`src/rtl/stc_pkg.sv`:
```
package stc_pkg;
  localparam int STC_CNT_W    = 64;
  localparam int STC_DATA_W   = 32;
  localparam int STC_WIDE_W   = 31;
  localparam int STC_NAR_W    = 24;
  localparam int STC_DROP     = 7;
  localparam int STC_SHIFT_W  = 5;
  localparam int STC_PER_W    = 20;
  localparam logic [STC_WIDE_W-1:0] STC_RST_INC = 31'h6666_6666;

  typedef struct packed {
    logic [STC_WIDE_W-1:0]  inc;
    logic [STC_SHIFT_W-1:0] shift;
    logic [STC_PER_W-1:0]   period_ps;
  } stc_dflt_t;

  function automatic stc_dflt_t stc_lookup(input logic [1:0] spd, input logic narrow);
    stc_dflt_t d;
    logic [31:0] base;
    logic [STC_SHIFT_W-1:0] sh;
    logic [STC_PER_W-1:0] per;
    case (spd)
      2'd2:    begin base = 32'h4000_0000; sh = 5'd24; per = 20'd64000;  end
      2'd3:    begin base = 32'h5000_0000; sh = 5'd21; per = 20'd640000; end
      default: begin base = 32'h6666_6666; sh = 5'd28; per = 20'd6400;   end
    endcase
    d.inc       = narrow ? STC_WIDE_W'(base >> STC_DROP) : base[STC_WIDE_W-1:0];
    d.shift     = narrow ? sh - STC_SHIFT_W'(STC_DROP) : sh;
    d.period_ps = per;
    return d;
  endfunction
endpackage

```
`src/rtl/stc_defaults.sv`:
```
module stc_defaults
  import stc_pkg::*;
(
  input  logic [1:0]             spd,
  input  logic                   narrow,
  output logic [STC_WIDE_W-1:0]  dflt_inc,
  output logic [STC_SHIFT_W-1:0] dflt_shift,
  output logic [STC_PER_W-1:0]   dflt_period
);
  stc_dflt_t d;
  always_comb begin
    d           = stc_lookup(spd, narrow);
    dflt_inc    = d.inc;
    dflt_shift  = d.shift;
    dflt_period = d.period_ps;
  end
endmodule

```
`src/rtl/stc_incr_reg.sv`:
```
module stc_incr_reg
  import stc_pkg::*;
#(
  parameter int INC_W  = STC_WIDE_W,
  parameter int NAR_W  = STC_NAR_W,
  parameter int DATA_W = STC_DATA_W
) (
  input  logic              clk,
  input  logic              rst_n,
  input  logic [1:0]        cfg_spd,
  input  logic              cfg_narrow,
  input  logic              wr_en,
  input  logic [DATA_W-1:0] wdata,
  input  logic [INC_W-1:0]  dflt_inc,
  output logic [INC_W-1:0]  inc_q,
  output logic [1:0]        spd_q,
  output logic              narrow_q,
  output logic              reload
);
  logic [INC_W-1:0] inc_d;
  logic             inc_en;

  always_comb begin
    reload = (cfg_spd != spd_q) || (cfg_narrow != narrow_q);
    inc_en = reload || wr_en;
    inc_d  = inc_q;
    if (reload)
      inc_d = dflt_inc;
    else if (wr_en)
      inc_d = narrow_q ? INC_W'(wdata[NAR_W-1:0]) : wdata[INC_W-1:0];
  end

  always_ff @(posedge clk or negedge rst_n) begin
    if (!rst_n) begin
      inc_q    <= STC_RST_INC;
      spd_q    <= 2'd0;
      narrow_q <= 1'b0;
    end else begin
      if (inc_en) inc_q <= inc_d;
      spd_q    <= cfg_spd;
      narrow_q <= cfg_narrow;
    end
  end
endmodule

```
`src/rtl/stc_accum.sv`:
```
module stc_accum
  import stc_pkg::*;
#(
  parameter int CNT_W = STC_CNT_W,
  parameter int INC_W = STC_WIDE_W
) (
  input  logic             clk,
  input  logic             rst_n,
  input  logic             tick,
  input  logic [INC_W-1:0] inc_eff,
  output logic [CNT_W-1:0] cnt_q
);
  logic [CNT_W-1:0] cnt_d;

  always_comb cnt_d = cnt_q + CNT_W'(inc_eff);

  always_ff @(posedge clk or negedge rst_n) begin
    if (!rst_n)    cnt_q <= '0;
    else if (tick) cnt_q <= cnt_d;
  end
endmodule

```
`src/rtl/stc_readout.sv`:
```
module stc_readout
  import stc_pkg::*;
#(
  parameter int CNT_W  = STC_CNT_W,
  parameter int DATA_W = STC_DATA_W
) (
  input  logic              clk,
  input  logic              rst_n,
  input  logic              rd_en,
  input  logic [1:0]        addr,
  input  logic [CNT_W-1:0]  cnt,
  input  logic [DATA_W-1:0] inc_view,
  output logic [DATA_W-1:0] rdata,
  output logic              rvalid,
  output logic [DATA_W-1:0] shadow_q
);
  localparam int HI_W = CNT_W - DATA_W;
  logic [DATA_W-1:0] rdata_d;
  logic              snap_en;

  always_comb begin
    snap_en = rd_en && (addr == 2'd1);
    case (addr)
      2'd0:    rdata_d = inc_view;
      2'd1:    rdata_d = cnt[DATA_W-1:0];
      2'd2:    rdata_d = shadow_q;
      default: rdata_d = '0;
    endcase
  end

  always_ff @(posedge clk or negedge rst_n) begin
    if (!rst_n) begin
      rdata    <= '0;
      rvalid   <= 1'b0;
      shadow_q <= '0;
    end else begin
      rvalid <= rd_en;
      if (rd_en)   rdata    <= rdata_d;
      if (snap_en) shadow_q <= DATA_W'(cnt[CNT_W-1 -: HI_W]);
    end
  end
endmodule

```
`src/rtl/scaled_time_counter.sv`:
```
module scaled_time_counter
  import stc_pkg::*;
(
  input  logic                   clk,
  input  logic                   rst_n,
  input  logic                   tick,
  input  logic [1:0]             link_speed,
  input  logic                   narrow_mode,
  input  logic                   reg_wr,
  input  logic                   reg_rd,
  input  logic [1:0]             reg_addr,
  input  logic [31:0]            reg_wdata,
  output logic [31:0]            reg_rdata,
  output logic                   reg_rvalid,
  output logic [4:0]             ns_shift,
  output logic [19:0]            osc_period_ps
);
  logic [STC_WIDE_W-1:0]  new_inc;
  logic [STC_SHIFT_W-1:0] new_shift;
  logic [STC_PER_W-1:0]   new_period;
  logic [STC_WIDE_W-1:0]  inc_q;
  logic [STC_WIDE_W-1:0]  inc_eff;
  logic [1:0]             spd_q;
  logic                   narrow_q;
  logic                   reload;
  logic                   inc_wr;
  logic [STC_CNT_W-1:0]   cnt_q;
  logic [STC_DATA_W-1:0]  inc_view;
  logic [STC_DATA_W-1:0]  shadow_q;
  logic [STC_WIDE_W-1:0]  unused_inc;

  // defaults for the requested setting feed the reload path
  stc_defaults u_dflt_req (
    .spd(link_speed), .narrow(narrow_mode),
    .dflt_inc(new_inc), .dflt_shift(new_shift), .dflt_period(new_period)
  );

  // defaults for the setting in force drive the published shift and period
  stc_defaults u_dflt_cur (
    .spd(spd_q), .narrow(narrow_q),
    .dflt_inc(unused_inc), .dflt_shift(ns_shift), .dflt_period(osc_period_ps)
  );

  always_comb inc_wr = reg_wr && (reg_addr == 2'd0);

  stc_incr_reg u_inc (
    .clk(clk), .rst_n(rst_n),
    .cfg_spd(link_speed), .cfg_narrow(narrow_mode),
    .wr_en(inc_wr), .wdata(reg_wdata), .dflt_inc(new_inc),
    .inc_q(inc_q), .spd_q(spd_q), .narrow_q(narrow_q), .reload(reload)
  );

  always_comb begin
    if (narrow_q) begin
      inc_eff  = STC_WIDE_W'(inc_q[STC_NAR_W-1:0]);
      inc_view = {{(STC_DATA_W-STC_NAR_W-1){1'b0}}, 1'b1, inc_q[STC_NAR_W-1:0]};
    end else begin
      inc_eff  = inc_q;
      inc_view = {{(STC_DATA_W-STC_WIDE_W){1'b0}}, inc_q};
    end
  end

  stc_accum u_acc (
    .clk(clk), .rst_n(rst_n), .tick(tick), .inc_eff(inc_eff), .cnt_q(cnt_q)
  );

  stc_readout u_rd (
    .clk(clk), .rst_n(rst_n), .rd_en(reg_rd), .addr(reg_addr),
    .cnt(cnt_q), .inc_view(inc_view),
    .rdata(reg_rdata), .rvalid(reg_rvalid), .shadow_q(shadow_q)
  );
endmodule

```
`config.mk`:
```
export PLATFORM = sky130hd
export DESIGN_NAME = scaled_time_counter
export DESIGN_NICKNAME = d
export VERILOG_FILES = /design/src/rtl/stc_pkg.sv /design/src/rtl/stc_defaults.sv /design/src/rtl/stc_incr_reg.sv /design/src/rtl/stc_accum.sv /design/src/rtl/stc_readout.sv /design/src/rtl/scaled_time_counter.sv
export SDC_FILE = /design/constraint.sdc
export NUM_CORES = 1
export LEC_CHECK = 0
export ABC_AREA = 0
export BUFFER_PORTS_ARGS = -buffer_cell sky130_fd_sc_hd__buf_4
export CAP_MARGIN = 10
export CORE_MARGIN = 1
export CORE_UTILIZATION = 50
export CTS_CLUSTER_SIZE = 20
export DETAILED_ROUTE_END_ITERATION = 8
export PLACE_DENSITY_LB_ADDON = 0.1
export SYNTH_ARGS = -nofsm -noshare
export SYNTH_HDL_FRONTEND = slang
export SYNTH_HIERARCHICAL = 1
export SYNTH_SLANG_ARGS = --single-unit
```
`constraint.sdc`:
```
create_clock -name clk -period 7.8 [get_ports clk]
set_input_delay 1.56 -clock clk [delete_from_list [all_inputs] [get_ports clk]]
set_output_delay 1.56 -clock clk [all_outputs]
set_load 0.005 [all_outputs]
```
==> results.py <==
metrics = {
    "outcome": {
        "status": "finished, final reports clean",
    },
    "placed_design": {
        "hpwlAfterDp_um": 15800,
        "dp_cells": 1210,
        "port_buffers": 88,
        "gp_congestion": 0.906,
    },
    "setup_path": {
        "critPathLaunch": "u_inc/inc_q[0]$_DFFE_PN0P_",
        "regToRegSetupSlack_ps": 4290,
        "crit_required_ps": 8100,
        "startpoint_type": "flop",
        "reg2reg_to": "u_acc/cnt_q[28]$_DFFE_PN0P_",
        "cp_slowest_cell": "a211oi_2",
        "rr_startpoint": "u_inc/inc_q[0]$_DFFE_PN0P_",
        "crit_cells": 10,
        "critPathMaxStageDelay_ps": 480,
        "cp_top_family": "compound AO/OA/AOI/OAI gates",
        "cp_cell_sequence": "ha_1, fa_1, a211oi_1, o21bai_1, a211oi_2, o21ai_1, a21oi_2, o21ai_0, xor2_1, mux2_2",
        "endpoint": "u_acc/cnt_q[28]$_DFFE_PN0P_",
        "reg2regPathDepth": 10,
        "crit_type": "reg -> reg",
        "crit_path_end_kind": "flop",
        "critical_path_arrival_ps": 3810,
        "path_buf_inv": 0,
        "worstPathMaxFanout": 6,
    },
    "logic_synthesis": {
        "avgSynthCellArea_um2": 10.6,
        "synthCells": 924,
        "ys_warn_count": 6,
        "synth_area_um2": 9780,
    },
    "finish": {
        "syn2layout_area_growth_pct": 11.0,
        "diodes": 0,
        "regArea_um2": 4100,
        "multi_input_comb_area_um2": 4970,
        "fin_nets": 1047,
        "layout-drive-gt1-share_pct": 26.1,
        "instances_no_fill": 1242,
        "fill_cells": 1714,
    },
    "routing": {
        "ant_nets": 0,
        "viasPerCell": 5.58,
        "num_vias": 6930,
        "drt_pre_antenna_iters": 5,
        "drc": 0,
        "drt_iter0_markers": 438,
        "routed_wl_um": 22500,
        "wl_per_cell_um": 18.1,
    },
    "clock_tree": {
        "cts.path.max_buffers": 2,
        "numCtsBuffers": 17,
        "cts_resized": 0,
        "clkLatencyLatePin_ps": 420,
        "hold_buffers": 0,
        "post_cts_buffers": 0,
        "clk_pin_slew_worst_paths_ps": 60,
        "htree_levels": 4,
        "cts_sinks": 163,
        "cts_tree": "done",
        "cts_root_buffer": "clkbuf_16",
    },
    "power_and_ir_drop": {
        "powerDensity_nw_per_um2": 276,
        "peakVddDrop_mv": 0.167,
        "power.leakage_nw": 5.03,
    },
    "global_route": {
        "antenna_found_initial": 0,
        "grtUsageTotal_pct": 24.0,
        "gr-total-overflow": 0,
        "grt_max_degree": 91,
        "grt_pass1_vias": 7049,
        "grt_pass1_wl_um": 37200,
    },
    "run": {
        "maxCapViolations": 0,
    },
    "floorplan": {
        "coreArea_um2": 19000,
        "die-area_um2": 20100,
        "io_pins": 100,
        "die_w_um": 142,
        "die_h_um": 142,
        "fp-row-count": 50,
        "start_util_pct": 51.6,
    },
    "sta": {
        "skew_ps": 8.07,
        "slew_headroom_pct": 21.7,
        "tns_ps": 0,
        "worstMarginPinSlew_ps": 1170,
        "report.final.slew_viol_count": 0,
        "fmax_ghz": 0.285,
        "setup_viol": 0,
        "rsz0062_at_grt": "no",
        "period_share_pct": 45.0,
        "finalHoldViolCount": 0,
        "period_minus_slack_ps": 3510,
    },
    "min_path": {
        "min_path_type": "reg -> reg",
    },
}
[power breakdown]
part           internal, mW  switching [mW]
Clock                 0.401           0.332
Sequential             1.00           0.122
Combinational         0.519           0.620
[worst min-delay path by stage]
stage | cells past startpoint | endpoint | slack [ps] | startpoint
floorplan | 1 | u_acc/cnt_q[63]$_DFFE_PN0P_ | 440 | u_acc/cnt_q[63]$_DFFE_PN0P_
global placement | 1 | u_acc/cnt_q[36]$_DFFE_PN0P_ | 470 | u_acc/cnt_q[36]$_DFFE_PN0P_
detailed placement | 1 | u_acc/cnt_q[36]$_DFFE_PN0P_ | 470 | u_acc/cnt_q[36]$_DFFE_PN0P_
CTS | 1 | u_acc/cnt_q[36]$_DFFE_PN0P_ | 480 | u_acc/cnt_q[36]$_DFFE_PN0P_
global route | 1 | u_acc/cnt_q[36]$_DFFE_PN0P_ | 500 | u_acc/cnt_q[36]$_DFFE_PN0P_
finish | 1 | u_acc/cnt_q[36]$_DFFE_PN0P_ | 490 | u_acc/cnt_q[36]$_DFFE_PN0P_
[layout make-up]
cell class                 instances  share of cell area (%)
tap                              260                    3.00
sequential                       163                    37.7
inverter                          64                    2.21
timing repair buffer              95                    6.60
clock inverter                    12                   0.622
multi-input combinational        628                    45.8
clock buffer                      20                    4.02
[flip-flops by register name (all words and copies together), names as in the netlist]
signal	flops
u_inc/inc_q	31
u_inc/spd_q	2
u_rd/shadow_q	32
u_rd/rvalid	1
u_inc/narrow_q	1
u_acc/cnt_q	64
u_rd/rdata	32
[layer usage]
| metal | GRT usage, % | routed length, um | part of all wire, % |
|---|---|---|---|
| met4 | 6.34 | 295 | 1.3 |
| met5 | 0 | 0 | 0 |
| met2 | 38.4 | 10300 | 46 |
| met3 | 3.21 | 833 | 3.7 |
| met1 | 34.2 | 11100 | 49 |
[cells in the final DEF (no fill, tap or decap), types with 24 or more instances in the layout]
master    count
nand2_1      45
nand4b_1     33
ha_1         35
dfrtp_1     147
inv_1        61
xnor2_1      28
mux2_2       80
nor2_1       42
mux2i_1      32
xor2_1       34
buf_4        94
o221ai_1     32
a21oi_1      44
o21ai_0      24
[through the flow]
step / hold slack, ps / power (mW) / setup slack [ps] / instance area [um2] / utilization (%)
global route: 503 / 3.20 / 4080 / 10900 / 57.3
global placement: 472 / 2.24 / 4360 / 10400 / 54.6
detailed placement: 469 / 2.26 / 4310 / 10400 / 54.6
floorplan: 438 / 1.96 / 4810 / 9840 / -
finish: 487 / 3.00 / 4290 / 10900 / 57.3
CTS: 481 / 3.01 / 4350 / 10900 / 57.3
(Power assumes the default switching activity.)
